$ cat src/rtl/cfg_seq_pkg.sv
package cfg_seq_pkg;

  typedef enum logic [2:0] {
    MODE_PWRUP   = 3'd0,
    MODE_RESET   = 3'd1,
    MODE_CONFIG  = 3'd2,
    MODE_INIT    = 3'd3,
    MODE_USER    = 3'd4,
    MODE_UNKNOWN = 3'd5
  } cfg_mode_e;

  localparam int CTL_EN       = 0;
  localparam int CTL_NCE      = 1;
  localparam int CTL_PULL     = 2;
  localparam int CTL_RATIO_LO = 6;
  localparam int CTL_RATIO_HI = 7;
  localparam int CTL_XFER     = 8;
  localparam int CTL_WIDTH    = 9;
  localparam int CTL_BITS     = 10;
  localparam logic [CTL_BITS-1:0] CTL_WMASK = 10'h3C7;
  localparam int STAT_ERR     = 8;

  // A code is usable when its top bit is clear and its low pair is not 3.
  function automatic logic sel_code_ok(input logic [4:0] code);
    return (code[4] == 1'b0) && (code[1:0] != 2'b11);
  endfunction

  // Ratio encoding derived from the mode-select code.
  function automatic logic [1:0] sel_ratio(input logic [4:0] code);
    logic [1:0] r;
    if (code[3]) begin
      case (code[1:0])
        2'd0:    r = 2'd0;
        2'd1:    r = 2'd2;
        default: r = 2'd3;
      endcase
    end else begin
      r = code[1:0];
    end
    return r;
  endfunction

  // Keep the low n bytes (n = 0 keeps all four).
  function automatic logic [31:0] keep_bytes(input logic [31:0] d, input logic [1:0] n);
    logic [31:0] r;
    r = '0;
    for (int i = 0; i < 4; i++) begin
      if (n == 2'd0 || i < int'(n)) r[8*i +: 8] = d[8*i +: 8];
    end
    return r;
  endfunction

endpackage

$ cat src/rtl/cfg_seq_regs.sv
module cfg_seq_regs
  import cfg_seq_pkg::*;
#(
  parameter int ADDR_W = 2,
  parameter int MSEL_W = 5
) (
  input  logic              clk,
  input  logic              rst_n,
  input  logic              reg_wr,
  input  logic [ADDR_W-1:0] reg_addr,
  input  logic [31:0]       reg_wdata,
  output logic [31:0]       reg_rdata,
  input  logic [MSEL_W-1:0] msel_pins,
  input  cfg_mode_e         mode_i,
  input  logic              drop_i,
  output logic [MSEL_W-1:0] msel_q_o,
  output logic              en_o,
  output logic              nce_o,
  output logic              pull_o,
  output logic [1:0]        ratio_o,
  output logic              xfer_o,
  output logic              width_o
);

  localparam logic [ADDR_W-1:0] A_STAT = ADDR_W'(0);
  localparam logic [ADDR_W-1:0] A_CTL  = ADDR_W'(1);

  logic [CTL_BITS-1:0] ctl_q, ctl_nxt;
  logic [MSEL_W-1:0]   msel_q;
  logic                err_q;
  logic                ctl_wr, err_clr, load_mode;

  assign ctl_wr    = reg_wr && (reg_addr == A_CTL);
  assign err_clr   = reg_wr && (reg_addr == A_STAT) && reg_wdata[STAT_ERR];
  assign load_mode = reg_wdata[CTL_EN] && reg_wdata[CTL_PULL] && sel_code_ok(msel_q);

  always_comb begin
    ctl_nxt = reg_wdata[CTL_BITS-1:0] & CTL_WMASK;
    if (load_mode) begin
      ctl_nxt[CTL_RATIO_HI:CTL_RATIO_LO] = sel_ratio(msel_q);
      ctl_nxt[CTL_WIDTH]                 = msel_q[3];
    end
  end

  always_ff @(posedge clk or negedge rst_n) begin
    if (!rst_n) begin
      ctl_q  <= '0;
      msel_q <= '0;
      err_q  <= 1'b0;
    end else begin
      msel_q <= msel_pins;
      if (ctl_wr) ctl_q <= ctl_nxt;
      if (drop_i)       err_q <= 1'b1;
      else if (err_clr) err_q <= 1'b0;
    end
  end

  always_comb begin
    reg_rdata = '0;
    if (reg_addr == A_STAT) begin
      reg_rdata[2:0]          = mode_i;
      reg_rdata[3 +: MSEL_W]  = msel_q;
      reg_rdata[STAT_ERR]     = err_q;
    end else if (reg_addr == A_CTL) begin
      reg_rdata[CTL_BITS-1:0] = ctl_q;
    end
  end

  assign msel_q_o = msel_q;
  assign en_o     = ctl_q[CTL_EN];
  assign nce_o    = ctl_q[CTL_NCE];
  assign pull_o   = ctl_q[CTL_PULL];
  assign ratio_o  = ctl_q[CTL_RATIO_HI:CTL_RATIO_LO];
  assign xfer_o   = ctl_q[CTL_XFER];
  assign width_o  = ctl_q[CTL_WIDTH];

  AST_ERR_STICKY: assert property (@(posedge clk) disable iff (!rst_n)
    (err_q && !err_clr) |=> err_q);
  AST_WIDTH_FROM_PINS: assert property (@(posedge clk) disable iff (!rst_n)
    (ctl_wr && load_mode) |=> (width_o == $past(msel_q[3])));

endmodule

$ cat src/rtl/cfg_seq_fsm.sv
module cfg_seq_fsm
  import cfg_seq_pkg::*;
#(
  parameter int COMPL_CLKS = 4
) (
  input  logic      clk,
  input  logic      rst_n,
  input  logic      en_i,
  input  logic      pull_i,
  input  logic      code_ok_i,
  input  logic      conf_done_i,
  input  logic      nstatus_i,
  input  logic      init_done_i,
  output cfg_mode_e mode_o,
  output logic      dclk_o
);

  localparam int CNT_W = $clog2(COMPL_CLKS + 1);
  localparam logic [CNT_W-1:0] CNT_END = CNT_W'(COMPL_CLKS);

  cfg_mode_e       mode_q;
  logic            armed_q;
  logic [CNT_W-1:0] cnt_q;
  logic            cnt_run;

  assign cnt_run = (cnt_q < CNT_END);

  always_ff @(posedge clk or negedge rst_n) begin
    if (!rst_n) begin
      mode_q  <= MODE_PWRUP;
      armed_q <= 1'b0;
      cnt_q   <= '0;
    end else if (en_i) begin
      if (pull_i) begin
        mode_q  <= code_ok_i ? MODE_RESET : MODE_UNKNOWN;
        armed_q <= code_ok_i;
      end else begin
        case (mode_q)
          MODE_RESET: if (armed_q) begin
            mode_q  <= MODE_CONFIG;
            armed_q <= 1'b0;
          end
          MODE_CONFIG: begin
            if (!nstatus_i) mode_q <= MODE_RESET;
            else if (conf_done_i) begin
              mode_q <= MODE_INIT;
              cnt_q  <= '0;
            end
          end
          MODE_INIT: begin
            if (cnt_run)          cnt_q  <= cnt_q + 1'b1;
            else if (init_done_i) mode_q <= MODE_USER;
          end
          default: ;
        endcase
      end
    end
  end

  assign mode_o = mode_q;
  assign dclk_o = en_i && (mode_q == MODE_INIT) && cnt_run;

  AST_PULL_TO_RESET: assert property (@(posedge clk) disable iff (!rst_n)
    (en_i && pull_i && code_ok_i) |=> (mode_q == MODE_RESET));
  AST_BAD_CODE_UNKNOWN: assert property (@(posedge clk) disable iff (!rst_n)
    (en_i && pull_i && !code_ok_i) |=> (mode_q == MODE_UNKNOWN));
  AST_NSTATUS_DROP: assert property (@(posedge clk) disable iff (!rst_n)
    (en_i && !pull_i && mode_q == MODE_CONFIG && !nstatus_i) |=> (mode_q == MODE_RESET));
  AST_USER_GATED: assert property (@(posedge clk) disable iff (!rst_n)
    (mode_q == MODE_INIT && !init_done_i) |=> (mode_q != MODE_USER));
  AST_FREEZE: assert property (@(posedge clk) disable iff (!rst_n)
    (!en_i) |=> $stable(mode_q));

endmodule

$ cat src/rtl/cfg_seq_datapath.sv
module cfg_seq_datapath
  import cfg_seq_pkg::*;
#(
  parameter int DATA_W = 32
) (
  input  logic              clk,
  input  logic              rst_n,
  input  logic              data_wr_i,
  input  logic [1:0]        nbytes_i,
  input  logic [DATA_W-1:0] wdata_i,
  input  logic              en_i,
  input  logic              xfer_i,
  output logic [DATA_W-1:0] data_o,
  output logic              vld_o,
  output logic              drop_o
);

  logic              take;
  logic [DATA_W-1:0] data_q;
  logic              vld_q;

  assign take   = data_wr_i && en_i && xfer_i;
  assign drop_o = data_wr_i && !take;

  always_ff @(posedge clk or negedge rst_n) begin
    if (!rst_n) begin
      data_q <= '0;
      vld_q  <= 1'b0;
    end else begin
      vld_q <= take;
      if (take) data_q <= keep_bytes(wdata_i, nbytes_i);
    end
  end

  assign data_o = data_q;
  assign vld_o  = vld_q;

  AST_DROP_SILENT: assert property (@(posedge clk) disable iff (!rst_n)
    (data_wr_i && !(en_i && xfer_i)) |=> !vld_q);
  AST_HIGH_BYTES_ZERO: assert property (@(posedge clk) disable iff (!rst_n)
    (take && nbytes_i == 2'd1) |=> (data_q[DATA_W-1:8] == '0));

endmodule

$ cat src/rtl/cfg_seq_ctrl.sv
module cfg_seq_ctrl
  import cfg_seq_pkg::*;
#(
  parameter int ADDR_W     = 2,
  parameter int MSEL_W     = 5,
  parameter int COMPL_CLKS = 4
) (
  input  logic              clk,
  input  logic              rst_n,
  input  logic              reg_wr,
  input  logic [ADDR_W-1:0] reg_addr,
  input  logic [31:0]       reg_wdata,
  output logic [31:0]       reg_rdata,
  input  logic              data_wr,
  input  logic [1:0]        data_nbytes,
  input  logic [31:0]       data_wdata,
  input  logic [MSEL_W-1:0] msel_pins,
  input  logic              fab_conf_done,
  input  logic              fab_nstatus,
  input  logic              fab_init_done,
  output logic              cfg_nconfig,
  output logic              cfg_nce,
  output logic              cfg_dclk,
  output logic              cfg_width32,
  output logic [1:0]        cfg_ratio,
  output logic [31:0]       cfg_data,
  output logic              cfg_data_vld
);

  cfg_mode_e         mode;
  logic [MSEL_W-1:0] msel_q;
  logic              en, nce_bit, pull, xfer, drop, code_ok;

  cfg_seq_regs #(.ADDR_W(ADDR_W), .MSEL_W(MSEL_W)) u_regs (
    .clk(clk), .rst_n(rst_n),
    .reg_wr(reg_wr), .reg_addr(reg_addr), .reg_wdata(reg_wdata), .reg_rdata(reg_rdata),
    .msel_pins(msel_pins), .mode_i(mode), .drop_i(drop), .msel_q_o(msel_q),
    .en_o(en), .nce_o(nce_bit), .pull_o(pull), .ratio_o(cfg_ratio),
    .xfer_o(xfer), .width_o(cfg_width32)
  );

  assign code_ok = sel_code_ok(msel_q);

  cfg_seq_fsm #(.COMPL_CLKS(COMPL_CLKS)) u_fsm (
    .clk(clk), .rst_n(rst_n), .en_i(en), .pull_i(pull), .code_ok_i(code_ok),
    .conf_done_i(fab_conf_done), .nstatus_i(fab_nstatus), .init_done_i(fab_init_done),
    .mode_o(mode), .dclk_o(cfg_dclk)
  );

  cfg_seq_datapath #(.DATA_W(32)) u_data (
    .clk(clk), .rst_n(rst_n), .data_wr_i(data_wr), .nbytes_i(data_nbytes),
    .wdata_i(data_wdata), .en_i(en), .xfer_i(xfer),
    .data_o(cfg_data), .vld_o(cfg_data_vld), .drop_o(drop)
  );

  assign cfg_nconfig = !(en && pull);
  assign cfg_nce     = !en || nce_bit;

  AST_DISABLED_QUIET: assert property (@(posedge clk) disable iff (!rst_n)
    (!en) |-> (cfg_nconfig && cfg_nce && !cfg_dclk));

endmodule

$ cat config.mk
export PLATFORM = sky130hd
export DESIGN_NAME = cfg_seq_ctrl
export DESIGN_NICKNAME = d
export VERILOG_FILES = /design/src/rtl/cfg_seq_pkg.sv /design/src/rtl/cfg_seq_regs.sv /design/src/rtl/cfg_seq_fsm.sv /design/src/rtl/cfg_seq_datapath.sv /design/src/rtl/cfg_seq_ctrl.sv
export SDC_FILE = /design/constraint.sdc
export NUM_CORES = 1
export LEC_CHECK = 0
export BUFFER_PORTS_ARGS = -buffer_cell sky130_fd_sc_hd__buf_2
export CORE_ASPECT_RATIO = 0.8
export CORE_UTILIZATION = 45
export CTS_CLUSTER_DIAMETER = 80
export CTS_CLUSTER_SIZE = 25
export DETAILED_ROUTE_END_ITERATION = 8
export PLACE_DENSITY_LB_ADDON = 0.05
export SLEW_MARGIN = 40
export SYNTH_ARGS = -nofsm -noshare
export SYNTH_HDL_FRONTEND = slang
export SYNTH_HIERARCHICAL = 1
export SYNTH_SLANG_ARGS = --single-unit
$ cat constraint.sdc
create_clock -name clk -period 1.7 [get_ports clk]
set_input_delay 0.17 -clock clk [delete_from_list [all_inputs] [get_ports clk]]
set_output_delay 0.17 -clock clk [all_outputs]
set_load 0.05 [all_outputs]
[Word-level counts from Yosys, hierarchy flattened]
Index checks and enable logic that the tools add are counted.
Word-level totals
  bits in registers: 53
Cells by class
  $add $sub $neg: 1
  $lt $le $gt $ge: 4
  equal/unequal tests: 13
  mux-type cells: 27
  bitwise gates (word level): 2
  reductions and logical operators: 29
Operators by type and width (number)
  8-bit 2-to-1 mux: 4
  3-bit 2-to-1 mux: 10
  1-bit logical AND: 12
  6-bit AND reduction: 2
  10-bit 2-to-1 mux: 1
  9-bit 2-to-1 mux: 1
  3-bit case mux with 3 select lines: 1
  3-bit by 2-bit equality test with 1-bit output, second input constant: 2
  2-bit logical NOT: 3
  1-bit 2-to-1 mux: 6
  2-bit inequality test, second input constant: 3
  3-bit inequality test, second input constant: 2
  3-bit case mux with 2 select lines: 1
  2-bit nonzero test: 3
  2-bit by 1-bit equality test with 1-bit output, second input constant: 2
  1-bit logical OR: 4
  1-bit by 2-bit less-than comparator with 1-bit output, first input constant: 2
  2-bit 2-to-1 mux: 2
  4-bit inequality test, second input constant: 1
  2-bit case mux with 2 select lines: 1
  4-bit nonzero test: 1
  3-bit by 1-bit adder with 3-bit output, second input constant: 1
  3-bit by 1-bit equality test with 1-bit output, second input constant: 1
  1-bit logical NOT: 3
  other kinds (6): 7

[Logic depth before layout (Yosys ltp)]
  depth after elaboration: 5
  depth in mapped cells: 5
  gate-level depth less buffers: 4

[Modules after synthesis]
Netlist, hierarchy kept.
By module, submodules not included
  cfg_seq_datapath: instances 1, cells each 108, area each 1536.5 µm²
  cfg_seq_regs: instances 1, cells each 78, area each 822.0 µm²
  cfg_seq_fsm: instances 1, cells each 43, area each 440.4 µm²
  cfg_seq_ctrl: instances 1, cells each 3, area each 18.8 µm²

[Worst setup path before layout]
Ideal clock, no wire load.
  kind: flip-flop to output port
  from: reg u_regs.ctl_q[6]
  to: out reg_rdata[6]
  data arrival time: 1.426 ns
  data required time: 1.530 ns
  slack: 0.104 ns
  cell stages (with the launch flop): 3
  path through: dfrtp_1 -> mux2i_1 -> nor2_1
On the way
  cells in the longest elaborated chain, start to end: 2
Ends and longest elaborated chain
  start: declaration: line cfg_seq_regs.sv:28  | logic [CTL_BITS-1:0] ctl_q, ctl_nxt;
  start signal: assignment: line cfg_seq_regs.sv:52  | if (ctl_wr) ctl_q <= ctl_nxt;
  10-bit 2-to-1 mux: line cfg_seq_regs.sv:64  | end else if (reg_addr == A_CTL) begin
  9-bit 2-to-1 mux: line cfg_seq_regs.sv:60  | if (reg_addr == A_STAT) begin
  end: declaration: line cfg_seq_ctrl.sv:13  | output logic [31:0] reg_rdata,
Every way passes these cells.

[Worst setup path in the final report]
  from: reg u_fsm.mode_q[2] (netlist: u_fsm/mode_o[2])
  to: out cfg_dclk
On the way
  cells in the longest elaborated chain, start to end: 3
Ends and longest elaborated chain
  start: declaration: line cfg_seq_fsm.sv:21  | cfg_mode_e mode_q;
  start signal: assignment: line cfg_seq_fsm.sv:35  | mode_q <= code_ok_i ? MODE_RESET : MODE_UNKNOWN;
  3-bit by 2-bit equality test with 1-bit output: line cfg_seq_fsm.sv:61  | assign dclk_o = en_i && (mode_q == MODE_INIT) && cnt_run;
  1-bit logical AND (2 in series): line cfg_seq_fsm.sv:61
  end: declaration: line cfg_seq_ctrl.sv:23  | output logic cfg_dclk,
Every way passes these cells.

==> impl_metrics.env <==
export IMPL_power_density_nw_per_um2=1580
export IMPL_mostFrequentLayoutCell="buf_2"
export IMPL_place_congestion=0.824
export IMPL_critical_path_arrival_ns=1.43
export IMPL_maximum_number_of_pins_on_one_net_before_global_route_repair=54
export IMPL_final_layout_size_suffix_gt1_frac=0.458
export IMPL_floorplan_die_width_um=90.5
export IMPL_ios=151
export IMPL_predominant_post_synthesis_flop_cell="dfrtp_1"
export IMPL_synth_enable_flop_cells=0
export IMPL_finalHoldWorstSlack_ns=0.102
export IMPL_std_cell_rows=25
export IMPL_layoutNonFillerInstCount=426
export IMPL_cp_start_kind="flop"
export IMPL_synth_seq_cells=53
export IMPL_maxCapViolations=0
export IMPL_totalNegativeSetupSlack_ns=0
export IMPL_floorplan_die_height_um=72.8
export IMPL_fillCellCount=554
export IMPL_detailroute_via_count=1969
export IMPL_area_growth_syn_to_layout_pct=23.3
export IMPL_placedCellCount=413
export IMPL_cts_tree="done"
export IMPL_global_route_usage_total=0.166
export IMPL_ir_drop_uv=889
export IMPL_number_of_instances_in_the_synthesized_netlist=232
export IMPL_hold_path_end="u_data/data_o[0]$_DFFE_PN0P_"
export IMPL_globalRouteOverflowTotal=0
export IMPL_postSynth_asyncResetShare=1.00
export IMPL_route_detailed_drc=0
export IMPL_run_status="finished, final reports clean"
export IMPL_maxSlewViolCount=0
export IMPL_placeableCoreArea_um2=5970
export IMPL_endpoint_kind="output port"
export IMPL_post_synthesis_instance_area_um2=2820
export IMPL_path_class="flop to output port"
export IMPL_final_nets=429
export IMPL_hold_path_startpoint="data_wdata[0]"
export IMPL_synth_compound_area_frac=0.0528
export IMPL_avgRoutedWirePerCell_um=12.7
export IMPL_final_hold_violation_count=0
export IMPL_cts_sinks=53
export IMPL_post_synth_mux_area_share=0.215
export IMPL_worstSkewPairLatency_ns=0.29
export IMPL_fin_total_pwr_mw=5.48
export IMPL_number_of_global_route_vias_before_repair=1792
export IMPL_main_combinational_cell_family_by_area_after_synthesis="multiplexers"
export IMPL_syn_mean_instance_area_um2=12.1
export IMPL_viasPerCell=4.62
export IMPL_crit_reg2reg_capture="u_fsm/mode_o[1]$_DFFE_PN0P_"
export IMPL_synth_xor_xnor_area_share=0
export IMPL_overall_routed_net_length_um=5390
export IMPL_1st_pass_router_iterations=4
export IMPL_regToRegSetupSlack_ns=0.20
export IMPL_cts_buffers_inserted=5
export IMPL_leakage_nw=1.82
export IMPL_synth_sequential_area_ratio=0.471
export IMPL_cts_htree_levels=2
export IMPL_timing_rr_start="u_fsm/mode_o[2]$_DFFE_PN0P_"
export IMPL_reg2regPathDepth=5
export IMPL_die_area_um2=6580
export IMPL_setup_violations_final=0
export IMPL_grt_pass1_wl_um=8660
export IMPL_cts_reportedPaths_clkPinSlew_ns=0.09
export IMPL_start_util=0.472
export IMPL_synth_warning_count=6
export IMPL_simple_gate_share_of_the_synthesized_area=0.135
export IMPL_pre_cts_ws_ns=0.208
export IMPL_antennaDiodeCount=0
export IMPL_final_cell_mix="buf_2, dfrtp_1, mux2_4"
export IMPL_clockBufferDepth=2
export IMPL_hold_class="primary input to flop"
export IMPL_antenna_found_initial=0
export IMPL_yosys_area_share_adder=0.0133
export IMPL_worst_clock_skew_ns=0.00569
export IMPL_final_critical_path_setup_slack_ns=0.102
export IMPL_cts_root_buf="clkbuf_8"
export IMPL_fmax_mhz=626
export IMPL_drt_iter0_drc=43
export IMPL_layout_worst_path_cycle_share=0.940
export IMPL_place_detailed_hpwl_um=3940
export IMPL_worstHoldPathCells=2
export IMPL_crit_path_max_fanout=5
export IMPL_final_antenna_net_count=0
export IMPL_period_needed_ns=1.60
export IMPL_critical_path_required_ns=1.53
export IMPL_synth_cell_type_count=44
export IMPL_buffer_ports_inserted=103
-- per-layer routing --
layer,track usage,part of all wire,up-vias
met3,0.0479,0.058,2
met5,0,0,-
met4,0.0376,0.0046,0
met2,0.261,0.45,75
met1,0.230,0.49,927
li1,-,-,965
-- per-stage QoR --
stage / cell area, um^2 / util
global route: 3470 / 0.582
global placement: 3320 / 0.556
CTS: 3460 / 0.579
floorplan: 2900 / -
detailed placement: 3320 / 0.556
finish: 3470 / 0.582
-- critical path, cell delays in order (launching register included) --
cell,delay [ns]
dfrtp_2,0.44
nor2b_4,0.17
nand2_1,0.09
nor2_1,0.13
and2_1,0.16
buf_6,0.16
-- how the worst max path moves through the flow --
stage / startpoint / to / slack (ns) / depth (start not counted)
3_5_place_dp: u_fsm/mode_o[2]$_DFFE_PN0P_ / u_fsm/mode_o[1]$_DFFE_PN0P_ / 0.21 / 4
3_3_place_gp: u_fsm/mode_o[2]$_DFFE_PN0P_ / u_fsm/mode_o[1]$_DFFE_PN0P_ / 0.23 / 4
4_1_cts: u_fsm/mode_o[2]$_DFFE_PN0P_ / cfg_dclk / 0.02 / 5
2_1_floorplan: u_regs/ctl_q[6]$_DFFE_PN0P_ / reg_rdata[6] / 0.10 / 2
6_report: u_fsm/mode_o[2]$_DFFE_PN0P_ / cfg_dclk / 0.10 / 5
5_1_grt: u_fsm/mode_o[2]$_DFFE_PN0P_ / cfg_dclk / -0.004 / 5
-- layout make-up --
type	count	area, um^2	area share
multi-input cells	157	1260	0.364
flip-flops and latches	53	1330	0.382
repair buffers	116	659	0.190
well taps	81	101	0.0292
inverters	13	48.8	0.0140
clock inverters	1	5.00	0.00144
clock buffers	5	68.8	0.0198
-- sequential cells by signal, summed over array words and instances (netlist names) --
name	cells
u_data/data_o	32
u_regs/msel_q_o	5
u_fsm/armed_q	1
u_regs/err_q	1
u_data/vld_o	1
u_fsm/mode_o	3
u_fsm/cnt_q	3
u_regs/ctl_q	7
-- cell families (layout without fill, tap and decap cells) --
family | Yosys count | after routing
adders and majority gates | 3 | 3
and+or+nand+nor | 64 | 64
AOI/OAI and AO/OA | 21 | 21
muxes | 47 | 47
buffers and inverters | 43 | 135
other | 1 | 22
DFF | 53 | 53
-- where the power goes --
| group | switching (mW) | leakage, nW | internal, mW |
|---|---|---|---|
| Combinational | 1.96 | 1.12 | 0.964 |
| Clock | 0.373 | 0.0399 | 0.272 |
| Sequential | 0.252 | 0.658 | 1.66 |
-- timing repair --
action,in CTS,in global routing
endpoints found under the setup margin,1,1
hold buffers,6,0
setup buffers,0,1
gates cloned,0,0
resized for setup,2,2
hold endpoints to repair,58,0
pin swaps,0,0
-- synth_stat cells, types with 2 or more instances --
cell type,n,share of area
a21oi_1,5,0.0089
mux2i_1,16,0.057
nand3b_1,2,0.0053
o21ai_1,3,0.0053
o31ai_1,2,0.0053
nand3_1,2,0.0036
buf_12,3,0.021
nand2_1,14,0.019
and2_1,4,0.0089
buf_6,2,0.0080
a211oi_1,2,0.0053
mux2_2,4,0.016
inv_1,12,0.016
dfrtp_1,53,0.47
buf_4,23,0.061
ha_1,3,0.013
mux2_4,26,0.14
a21oi_2,2,0.0062
nor2_1,9,0.012
nand2b_1,3,0.0067
a32o_1,2,0.0071
nor2b_1,18,0.040
Note: power is estimated with default switching activity, not from simulation.
